File: src/rtl/spi_rb_pkg.sv
package spi_rb_pkg;
  localparam int unsigned DATA_W     = 8;
  localparam int unsigned ADDR_W     = 4;
  localparam int unsigned FRAME_BITS = 16;
  localparam int unsigned NUM_CFG    = 8;
  localparam int unsigned NUM_STAT   = 8;
  localparam int unsigned CNT_W      = $clog2(FRAME_BITS + 1);
  localparam int unsigned HDR_BITS   = FRAME_BITS - DATA_W;
  localparam int unsigned SH_W       = ADDR_W + DATA_W;
  localparam int unsigned SEL_W      = $clog2(NUM_CFG);
  typedef logic [DATA_W-1:0] byte_t;
  typedef logic [ADDR_W-1:0] addr_t;
  typedef logic [CNT_W-1:0]  cnt_t;
endpackage

File: src/rtl/spi_rb_sync.sv
module spi_rb_sync #(
  parameter int unsigned W      = 3,
  parameter int unsigned STAGES = 2
) (
  input  logic         clk,
  input  logic         rst_n,
  input  logic [W-1:0] rst_val,
  input  logic [W-1:0] d,
  output logic [W-1:0] q
);
  logic [W-1:0] stage_q [STAGES];

  for (genvar s = 0; s < STAGES; s++) begin : g_stage
    always_ff @(posedge clk or negedge rst_n) begin
      if (!rst_n)      stage_q[s] <= rst_val;
      else if (s == 0) stage_q[s] <= d;
      else             stage_q[s] <= stage_q[(s == 0) ? 0 : s-1];
    end
  end

  assign q = stage_q[STAGES-1];
endmodule

File: src/rtl/spi_rb_frame.sv
module spi_rb_frame
  import spi_rb_pkg::*;
(
  input  logic  clk,
  input  logic  rst_n,
  input  logic  cpol,
  input  logic  cpha,
  input  logic  sclk_s,
  input  logic  cs_n_s,
  input  logic  mosi_s,
  input  byte_t rdata,
  output logic  rd_latch,
  output addr_t rd_addr,
  output logic  shifting,
  output logic  wr_en,
  output addr_t wr_addr,
  output byte_t wr_data,
  output logic  miso
);
  logic            sck_q, cs_q, cmd_wr;
  cnt_t            cnt;
  logic [SH_W-1:0] sh;

  // Normalise so the leading edge is always a rise.
  wire sck_n   = sclk_s ^ cpol;
  wire lead    = sck_n & ~sck_q;
  wire trail   = ~sck_n & sck_q;
  wire smp     = (cpha ? trail : lead) & ~cs_n_s;
  wire full    = (cnt == cnt_t'(FRAME_BITS));
  wire cs_rise = cs_n_s & ~cs_q;

  always_ff @(posedge clk or negedge rst_n) begin
    if (!rst_n) begin
      sck_q  <= 1'b0;
      cs_q   <= 1'b1;
      cnt    <= '0;
      sh     <= '0;
      cmd_wr <= 1'b0;
    end else begin
      sck_q <= sck_n;
      cs_q  <= cs_n_s;
      if (cs_n_s) begin
        cnt <= '0;
      end else if (smp && !full) begin
        cnt <= cnt + cnt_t'(1);
        sh  <= {sh[SH_W-2:0], mosi_s};
        if (cnt == '0) cmd_wr <= mosi_s;
      end
    end
  end

  // Commit pulse one cycle after chip select is seen high.
  always_ff @(posedge clk or negedge rst_n) begin
    if (!rst_n) begin
      wr_en   <= 1'b0;
      wr_addr <= '0;
      wr_data <= '0;
    end else begin
      wr_en   <= cs_rise && full && cmd_wr;
      wr_addr <= sh[SH_W-1:DATA_W];
      wr_data <= sh[DATA_W-1:0];
    end
  end

  assign rd_latch = smp && (cnt == cnt_t'(HDR_BITS - 1));
  assign rd_addr  = {sh[ADDR_W-2:0], mosi_s};
  assign shifting = ~cs_n_s && (cnt >= cnt_t'(HDR_BITS));

  always_comb begin
    miso = 1'b0;
    if (!cs_n_s && !cmd_wr && cnt >= cnt_t'(HDR_BITS) && !full)
      miso = rdata[~cnt[$clog2(DATA_W)-1:0]];
  end

  assert_cnt_step_R1: assert property (@(posedge clk) disable iff (!rst_n)
    (!cs_n_s && !$past(cs_n_s) && cnt != $past(cnt)) |-> (cnt == $past(cnt) + cnt_t'(1)));
  assert_miso_idle_R10: assert property (@(posedge clk) disable iff (!rst_n)
    cs_n_s |-> !miso);
  assert_wr_full_frame_R3: assert property (@(posedge clk) disable iff (!rst_n)
    wr_en |-> $past(cnt) == cnt_t'(FRAME_BITS));
endmodule

File: src/rtl/spi_rb_regs.sv
module spi_rb_regs
  import spi_rb_pkg::*;
(
  input  logic                       clk,
  input  logic                       rst_n,
  input  logic                       wr_en,
  input  addr_t                      wr_addr,
  input  byte_t                      wr_data,
  input  logic                       rd_latch,
  input  addr_t                      rd_addr,
  input  logic                       shifting,
  input  logic [NUM_STAT*DATA_W-1:0] status_in,
  output logic [NUM_CFG*DATA_W-1:0]  cfg_out,
  output byte_t                      rdata
);
  byte_t cfg_q [NUM_CFG];
  byte_t rd_sel;

  for (genvar i = 0; i < NUM_CFG; i++) begin : g_cfg
    always_ff @(posedge clk or negedge rst_n) begin
      if (!rst_n)                          cfg_q[i] <= '0;
      else if (wr_en && wr_addr == addr_t'(i)) cfg_q[i] <= wr_data;
    end
    assign cfg_out[i*DATA_W +: DATA_W] = cfg_q[i];
  end

  always_comb begin
    if (rd_addr[ADDR_W-1])
      rd_sel = status_in[{rd_addr[SEL_W-1:0], 3'b000} +: DATA_W];
    else
      rd_sel = cfg_q[rd_addr[SEL_W-1:0]];
  end

  always_ff @(posedge clk or negedge rst_n) begin
    if (!rst_n)        rdata <= '0;
    else if (rd_latch) rdata <= rd_sel;
  end

  assert_cfg_hold_R3: assert property (@(posedge clk) disable iff (!rst_n)
    !wr_en |=> $stable(cfg_out));
  assert_ro_write_ignored_R5: assert property (@(posedge clk) disable iff (!rst_n)
    (wr_en && wr_addr[ADDR_W-1]) |=> $stable(cfg_out));
  assert_rdata_stable_R9: assert property (@(posedge clk) disable iff (!rst_n)
    shifting |=> $stable(rdata));
endmodule

File: src/rtl/spi_regbank.sv
module spi_regbank
  import spi_rb_pkg::*;
#(
  parameter int unsigned SYNC_STAGES = 2
) (
  input  logic                       clk,
  input  logic                       rst_n,
  input  logic                       cpol,
  input  logic                       cpha,
  input  logic                       sclk,
  input  logic                       cs_n,
  input  logic                       mosi,
  output logic                       miso,
  input  logic [NUM_STAT*DATA_W-1:0] status_in,
  output logic [NUM_CFG*DATA_W-1:0]  cfg_out
);
  logic  cs_n_s, sclk_s, mosi_s;
  logic  rd_latch, shifting, wr_en;
  addr_t rd_addr, wr_addr;
  byte_t wr_data, rdata;

  spi_rb_sync #(.W(3), .STAGES(SYNC_STAGES)) u_sync (
    .clk(clk), .rst_n(rst_n), .rst_val(3'b100),
    .d({cs_n, sclk, mosi}), .q({cs_n_s, sclk_s, mosi_s})
  );

  spi_rb_frame u_frame (
    .clk(clk), .rst_n(rst_n), .cpol(cpol), .cpha(cpha),
    .sclk_s(sclk_s), .cs_n_s(cs_n_s), .mosi_s(mosi_s), .rdata(rdata),
    .rd_latch(rd_latch), .rd_addr(rd_addr), .shifting(shifting),
    .wr_en(wr_en), .wr_addr(wr_addr), .wr_data(wr_data), .miso(miso)
  );

  spi_rb_regs u_regs (
    .clk(clk), .rst_n(rst_n), .wr_en(wr_en), .wr_addr(wr_addr),
    .wr_data(wr_data), .rd_latch(rd_latch), .rd_addr(rd_addr),
    .shifting(shifting), .status_in(status_in), .cfg_out(cfg_out),
    .rdata(rdata)
  );
endmodule

File: config.mk
export PLATFORM = sky130hd
export DESIGN_NAME = spi_regbank
export DESIGN_NICKNAME = d
export VERILOG_FILES = /design/src/rtl/spi_rb_pkg.sv /design/src/rtl/spi_rb_sync.sv /design/src/rtl/spi_rb_frame.sv /design/src/rtl/spi_rb_regs.sv /design/src/rtl/spi_regbank.sv
export SDC_FILE = /design/constraint.sdc
export NUM_CORES = 1
export LEC_CHECK = 0
export BUFFER_PORTS_ARGS = -buffer_cell sky130_fd_sc_hd__buf_4
export CORE_MARGIN = 2
export CORE_UTILIZATION = 28
export CTS_BUF_LIST = sky130_fd_sc_hd__clkbuf_4
export CTS_CLUSTER_SIZE = 14
export DETAILED_ROUTE_END_ITERATION = 8
export GPL_TIMING_DRIVEN = 0
export PLACE_DENSITY = 0.49
export SETUP_SLACK_MARGIN = 0.02
export SYNTH_ARGS = -nofsm -noshare
export SYNTH_HDL_FRONTEND = slang
export SYNTH_SLANG_ARGS = --single-unit
File: constraint.sdc
create_clock -name clk -period 2.8 [get_ports clk]
set_clock_uncertainty 0.1 [all_clocks]
set_input_delay 0.56 -clock clk [delete_from_list [all_inputs] [get_ports clk]]
set_output_delay 0.56 -clock clk [all_outputs]
set_load 0.01 [all_outputs]
Word-level counts from Yosys, hierarchy flattened:

Cells that the tools add are included.

* memory bits (read-only): 0
* memories: 0
* register bits: 111
* RAM bits: 0
* bits in latches: 0

* muxes and demuxes: 10
* shift-type cells: 1
* multiply operators: 0
* div/mod/pow operators: 0
* equality and inequality tests: 9
* reductions and logical operators: 23
* order comparisons: 3
* bitwise logic cells: 11
* add/subtract/negate cells: 1

Operators by type and width (count)
* $shiftx A64 B7 Y8: 1
* $bmux W8 S3: 1
* $mux W8: 3
* $eq A4 B3 Y1 const B: 4
* $logic_and A1 B1 Y1: 15
* $mux W5: 2
* $eq A4 B2 Y1 const B: 2
* $add A5 B1 Y5 const B: 1
* $eq A5 B3 Y1 const B: 1
* $eq A5 B5 Y1 const B: 1
* $ge A5 B4 Y1 const B: 1
* $logic_not A5 Y1: 1
* $and A1 B1 Y1: 4
* $eq A4 B1 Y1 const B: 1
* $ge A4 B4 Y1 const B: 1
* $logic_not A4 Y1: 1
* $lt A3 B4 Y1 const B: 1
* $not A1 Y1: 4
* $not A3 Y4: 1
* $bmux W1 S3: 1
* $logic_not A1 Y1: 3
* $mux W1: 3
* $not A3 Y3: 1
* $reduce_and A3 Y1: 1
* 3 further kinds: 3

Depth between registers and ports, before layout:

* depth after elaboration: 8
* depth in mapped cells: 7

Least setup slack after synthesis:

No wires, ideal clock.

* path kind: input -> register
* start point: input port cpol
* end point: register u_regs.rdata[0]
* setup time: 125 ps
* stages on the path: 5
* buffers on the path: 1
* data required time: 2575 ps
* path slack: 840 ps
* arrival: 1735 ps
* cell sequence: xnor2_2 > mux2i_1 > or4_4 > buf_6 > mux2_4

* word-level cells in the longest chain between the ends: 6
* elaborated cells between the ends (all ways): 7
* classes of those cells: mux: 1; bitwise: 5; reduce/logical: 1

RTL lines
* from (decl): RTL line spi_regbank.sv:8 `input logic cpol,`
* $xor A1 B1 Y1 *: RTL line spi_rb_frame.sv:25 `wire sck_n = sclk_s ^ cpol;`
* $not A1 Y1: RTL line spi_rb_frame.sv:27 `wire trail = ~sck_n & sck_q;`
* $and A1 B1 Y1: RTL line spi_rb_frame.sv:27
* $mux W1 *: RTL line spi_rb_frame.sv:28 `wire smp = (cpha ? trail : lead) & ~cs_n_s;`
* $and A1 B1 Y1 *: RTL line spi_rb_frame.sv:28
* $logic_and A1 B1 Y1 *: RTL line spi_rb_frame.sv:65 `assign rd_latch = smp && (cnt == cnt_t'(HDR_BITS - 1));`
* to (signal assigned): RTL line spi_rb_regs.sv:36 `else if (rd_latch) rdata <= rd_sel;`
* to (decl): RTL line spi_rb_regs.sv:14 `output byte_t rdata`

Every way passes the cells marked *; elsewhere a longest branch is shown, timed or not.
A chain may end at the register's enable or synchronous reset.

Worst setup path in the final report:

* start point: register u_frame.cnt[0]
* end point: output port miso

* word-level cells in the longest chain between the ends: 4
* elaborated cells between the ends (all ways): 9
* classes of those cells: order compare: 1; eq/ne: 1; mux: 3; bitwise: 1; reduce/logical: 3

RTL lines
* from (decl): RTL line spi_rb_frame.sv:21 `cnt_t cnt;`
* from (signal assigned): RTL line spi_rb_frame.sv:45 `cnt <= cnt + cnt_t'(1);`
* $ge A5 B4 Y1 (tied with other cells)
* $logic_and A1 B1 Y1 (tied with other cells): RTL line spi_rb_frame.sv:71 `if (!cs_n_s && !cmd_wr && cnt >= cnt_t'(HDR_BITS) && !full)`
* $logic_and A1 B1 Y1 / $mux W1 (equally long branches): RTL line spi_rb_frame.sv:71, spi_rb_frame.sv:72
* $mux W1 *: RTL line spi_rb_frame.sv:71
* to (decl): RTL line spi_regbank.sv:13 `output logic miso,`

Every way passes the cells marked *; elsewhere a longest branch is shown, timed or not. The select of a mux whose other input is x is not followed.

==> reports/metrics.csv <==
stage;metric;value;unit
pwr;ir_drop;0.254;mV
setup_path;crit_path_start_kind;register;
drt;vias;3366;
sta;setup_slack;0.151;ns
synth;synth_warnings;0;
pwr;power-per-cell-area;562;nW/um^2
grt;grt-ovfl-total;0;
setup_path;worstSetupPathType;reg -> out;
worst_hold_path;hold_depth;1;
synth;ys_seq_area_share;53.0;%
drt;viasPerCell;4.74;
cts;numCtsBuffers;9;
sta;whs;0.0601;ns
synth;yosysTopAreaCell;dfrtp_1;
synth;synth_seq_cells;111;
synth;synth_top_area_share;51.5;%
drt;drc;0;
die;initial_utilization;28.3;%
setup_path;r2r_cells;6;
worst_hold_path;hold_class;in -> reg;
setup_path;rr_startpoint;u_frame.sh[2];
finish;nets;543;
synth;synth_cell_type_count;37;
placed_design;hpwl;10400;um
cts;h-tree-depth;3;
grt;grt_pass1_vias;3588;
placed_design;pre_cts_ws;0.247;ns
synth;syn_inst;322;
drt;final_antenna_net_count;0;
setup_path;critPathMaxFanout;7;
die;io_pins;136;
cts;cts_tree;built;
pwr;power.total;3.80;mW
die;die-area;19800;sq um
cts;cts-root-buf;clkbuf_4;
setup_path;r2r-end;u_regs.rdata[5];
grt;grt_max_degree;112;
cts;clock-sinks;111;
synth;avgSynthCellArea;16.3;sq um
placed_design;io_buffers;135;
die;die_h;141;um
pwr;power_leakage;3.39;nW
cts;clk_latency;0.49;ns
setup_path;required;2.14;ns
run_status;run_status;completed;
sta;period_minus_slack;2.65;ns
grt;gr-usage-all-layers;14.9;%
sta;slew_headroom;38.5;%
die;fp.dieW;141;um
die;rows;50;
cts;clkTransAtPathRegs;0.18;ns
grt;grt_pass1_wl;21700;um
sta;hold_viol_final;0;
setup_path;cp-end-kind;primary output;
finish;area_growth;29.1;%
worst_hold_path;hold_path.startpoint;mosi;
setup_path;worst-r2r-setup-slack;0.21;ns
sta;setup_violations;0;
cts;cts_setup_buffers;0;
finish;drive_above_1_share;47.6;%
sta;tns;0;ns
flow_run;maxCapViolations;0;
drt;drt_pass1_iterations;4;
worst_hold_path;holdPathEnd;u_sync.stage_q[3];
sta;clock.fmax;378;MHz
die;core_area;18500;sq um
cts;clockBufferDepth;2;
sta;tightestPinTransition;0.922;ns
sta;drv_slew;0;
grt;antenna_found_initial;1;
synth;syn_area;5250;sq um
drt;detail_route.wl_per_cell;20.1;um
sta;rsz0062_at_grt;no;
drt;drt_wl_total;14300;um
setup_path;arrival;1.99;ns
synth;ys_top_cells_by_area;dfrtp_1 (52%), mux2_1 (15%), mux4_2 (15%), mux2i_1 (5.0%), mux2_4 (2.3%);
sta;period_share;94.6;%
synth;mappedNetlistNets;395;
placed_design;place_congestion;0.752;
drt;drtIter0Drc;156;
## worst max-delay path: stages (launching register included)
cell and delay, ns:
dfrtp_2 0.49, mux4_2 0.55, mux2i_1 0.26, nor4_2 0.07, buf_4 0.15
## layer usage
metal,up-vias,share of wire [%],track usage (%),routed length (um)
met2,84,48,24.3,6870
met5,-,0,0,0
li1,1524,-,-,-
met1,1746,47,20.2,6680
met4,0,1.3,4.74,184
met3,12,3.7,2.65,529
## state kept, by name, summed over array words and instances, names as in the netlist
name	cells
u_regs.cfg_out	64
u_frame.sh	12
u_frame.wr_data	8
u_regs.rdata	8
u_frame.cnt	5
u_frame.wr_addr	4
u_sync.q	3
u_sync.stage_q	3
u_frame.cmd_wr	1
u_frame.cs_q	1
u_frame.sck_q	1
u_frame.wr_en	1
## cell type report
cell class                      count  area, sq um
Buffer                             19          119
Tap cell                          234          293
Multi-Input combinational cell    188         2340
Sequential cell                   111         2780
Timing Repair Buffer              137         1050
Clock buffer                       10         75.1
Clock inverter                      6         93.8
Inverter                            4         15.0
Antenna cell                        1         2.50
Fill cell                        1794        11700
## report_power, final
part	switching (mW)	internal, mW	leakage, nW	total (mW)
combinational	0.493	0.448	1.80	0.941
sequential	0.188	1.74	1.50	1.93
clock	0.553	0.379	0.0872	0.932
total	1.23	2.57	3.39	3.80
## cell usage in the layout, fill, tap and decap left out, types with 2 or more instances in the layout
master     synthesis  final
buf_4              1    135
dfrtp_1          108    106
mux2_1            70     70
mux4_2            34     34
mux2i_1           26     26
clkbuf_4           0     10
mux2_4             8      8
mux2_2             8      8
clkbuf_1           6      6
buf_6              5      6
buf_2              5      5
inv_1              4      4
nand2b_1           4      4
nand2_1            4      4
nor3b_2            3      3
nand3b_1           3      3
nor2_1             3      3
dfstp_2            3      3
a21oi_1            2      2
buf_1              2      2
nand3_1            2      2
a211oi_1           2      2
a31o_1             2      2
ha_1               2      2
clkinv_4           0      2
bufinv_16          0      2
dfrtp_2            0      2
## kinds of logic after synthesis
kind of cell | count (synthesis) | share of synthesized area, %
xor gates and xnor gates | 1 | 0.310
adders and majority gates | 2 | 0.477
DFF | 111 | 53.0
AOI/OAI and AO/OA | 9 | 1.19
muxes | 146 | 38.6
and+or+nand+nor | 30 | 3.84
buffers and inverters | 23 | 2.55
## through the flow
step | instances | area [sq um] | utilization (%)
detailed placement | 691 | 6550 | 35.4
floorplan | 322 | 5250 | -
global placement | 691 | 6550 | 35.4
global route | 710 | 6770 | 36.6
CTS | 707 | 6720 | 36.3
finish | 710 | 6770 | 36.6
## what timing repair did
| item | in CTS | in global routing |
|---|---|---|
| hold buffers | 0 | 1 |
| resized for setup | 0 | 3 |
| endpoints found under the hold margin | 0 | 12 |
| setup endpoints to repair | 0 | 1 |
## Yosys cell counts (all sizes together)
master,instances
clkbuf,6
dfstp,3
a31o,2
mux2i,26
o211ai,1
or4,1
ha,2
or3,1
or2,1
o21ai,1
and4b,1
nor2,4
inv,4
a21oi,2
nand3,2
nor3,1
buf,13
dfrtp,108
xnor2,1
and3,1
nor4,2
a211oi,2
o31ai,1
mux2,86
nor3b,4
mux4,34
nand3b,3
nand2b,4
nand2,4
and3b,1
## worst max-delay path by stage
stage,from,cells after the start,to,slack (ns)
finish,u_frame.cnt[0],4,miso,0.15
global route,u_frame.cnt[0],4,miso,0.05
CTS,u_frame.cnt[0],4,miso,0.05
detailed placement,u_frame.sh[2],6,u_regs.rdata[6],0.25
global placement,u_frame.sh[2],6,u_regs.rdata[5],0.24
floorplan,cpol,5,u_regs.rdata[0],0.84
Power figures use the tool's default switching activity.
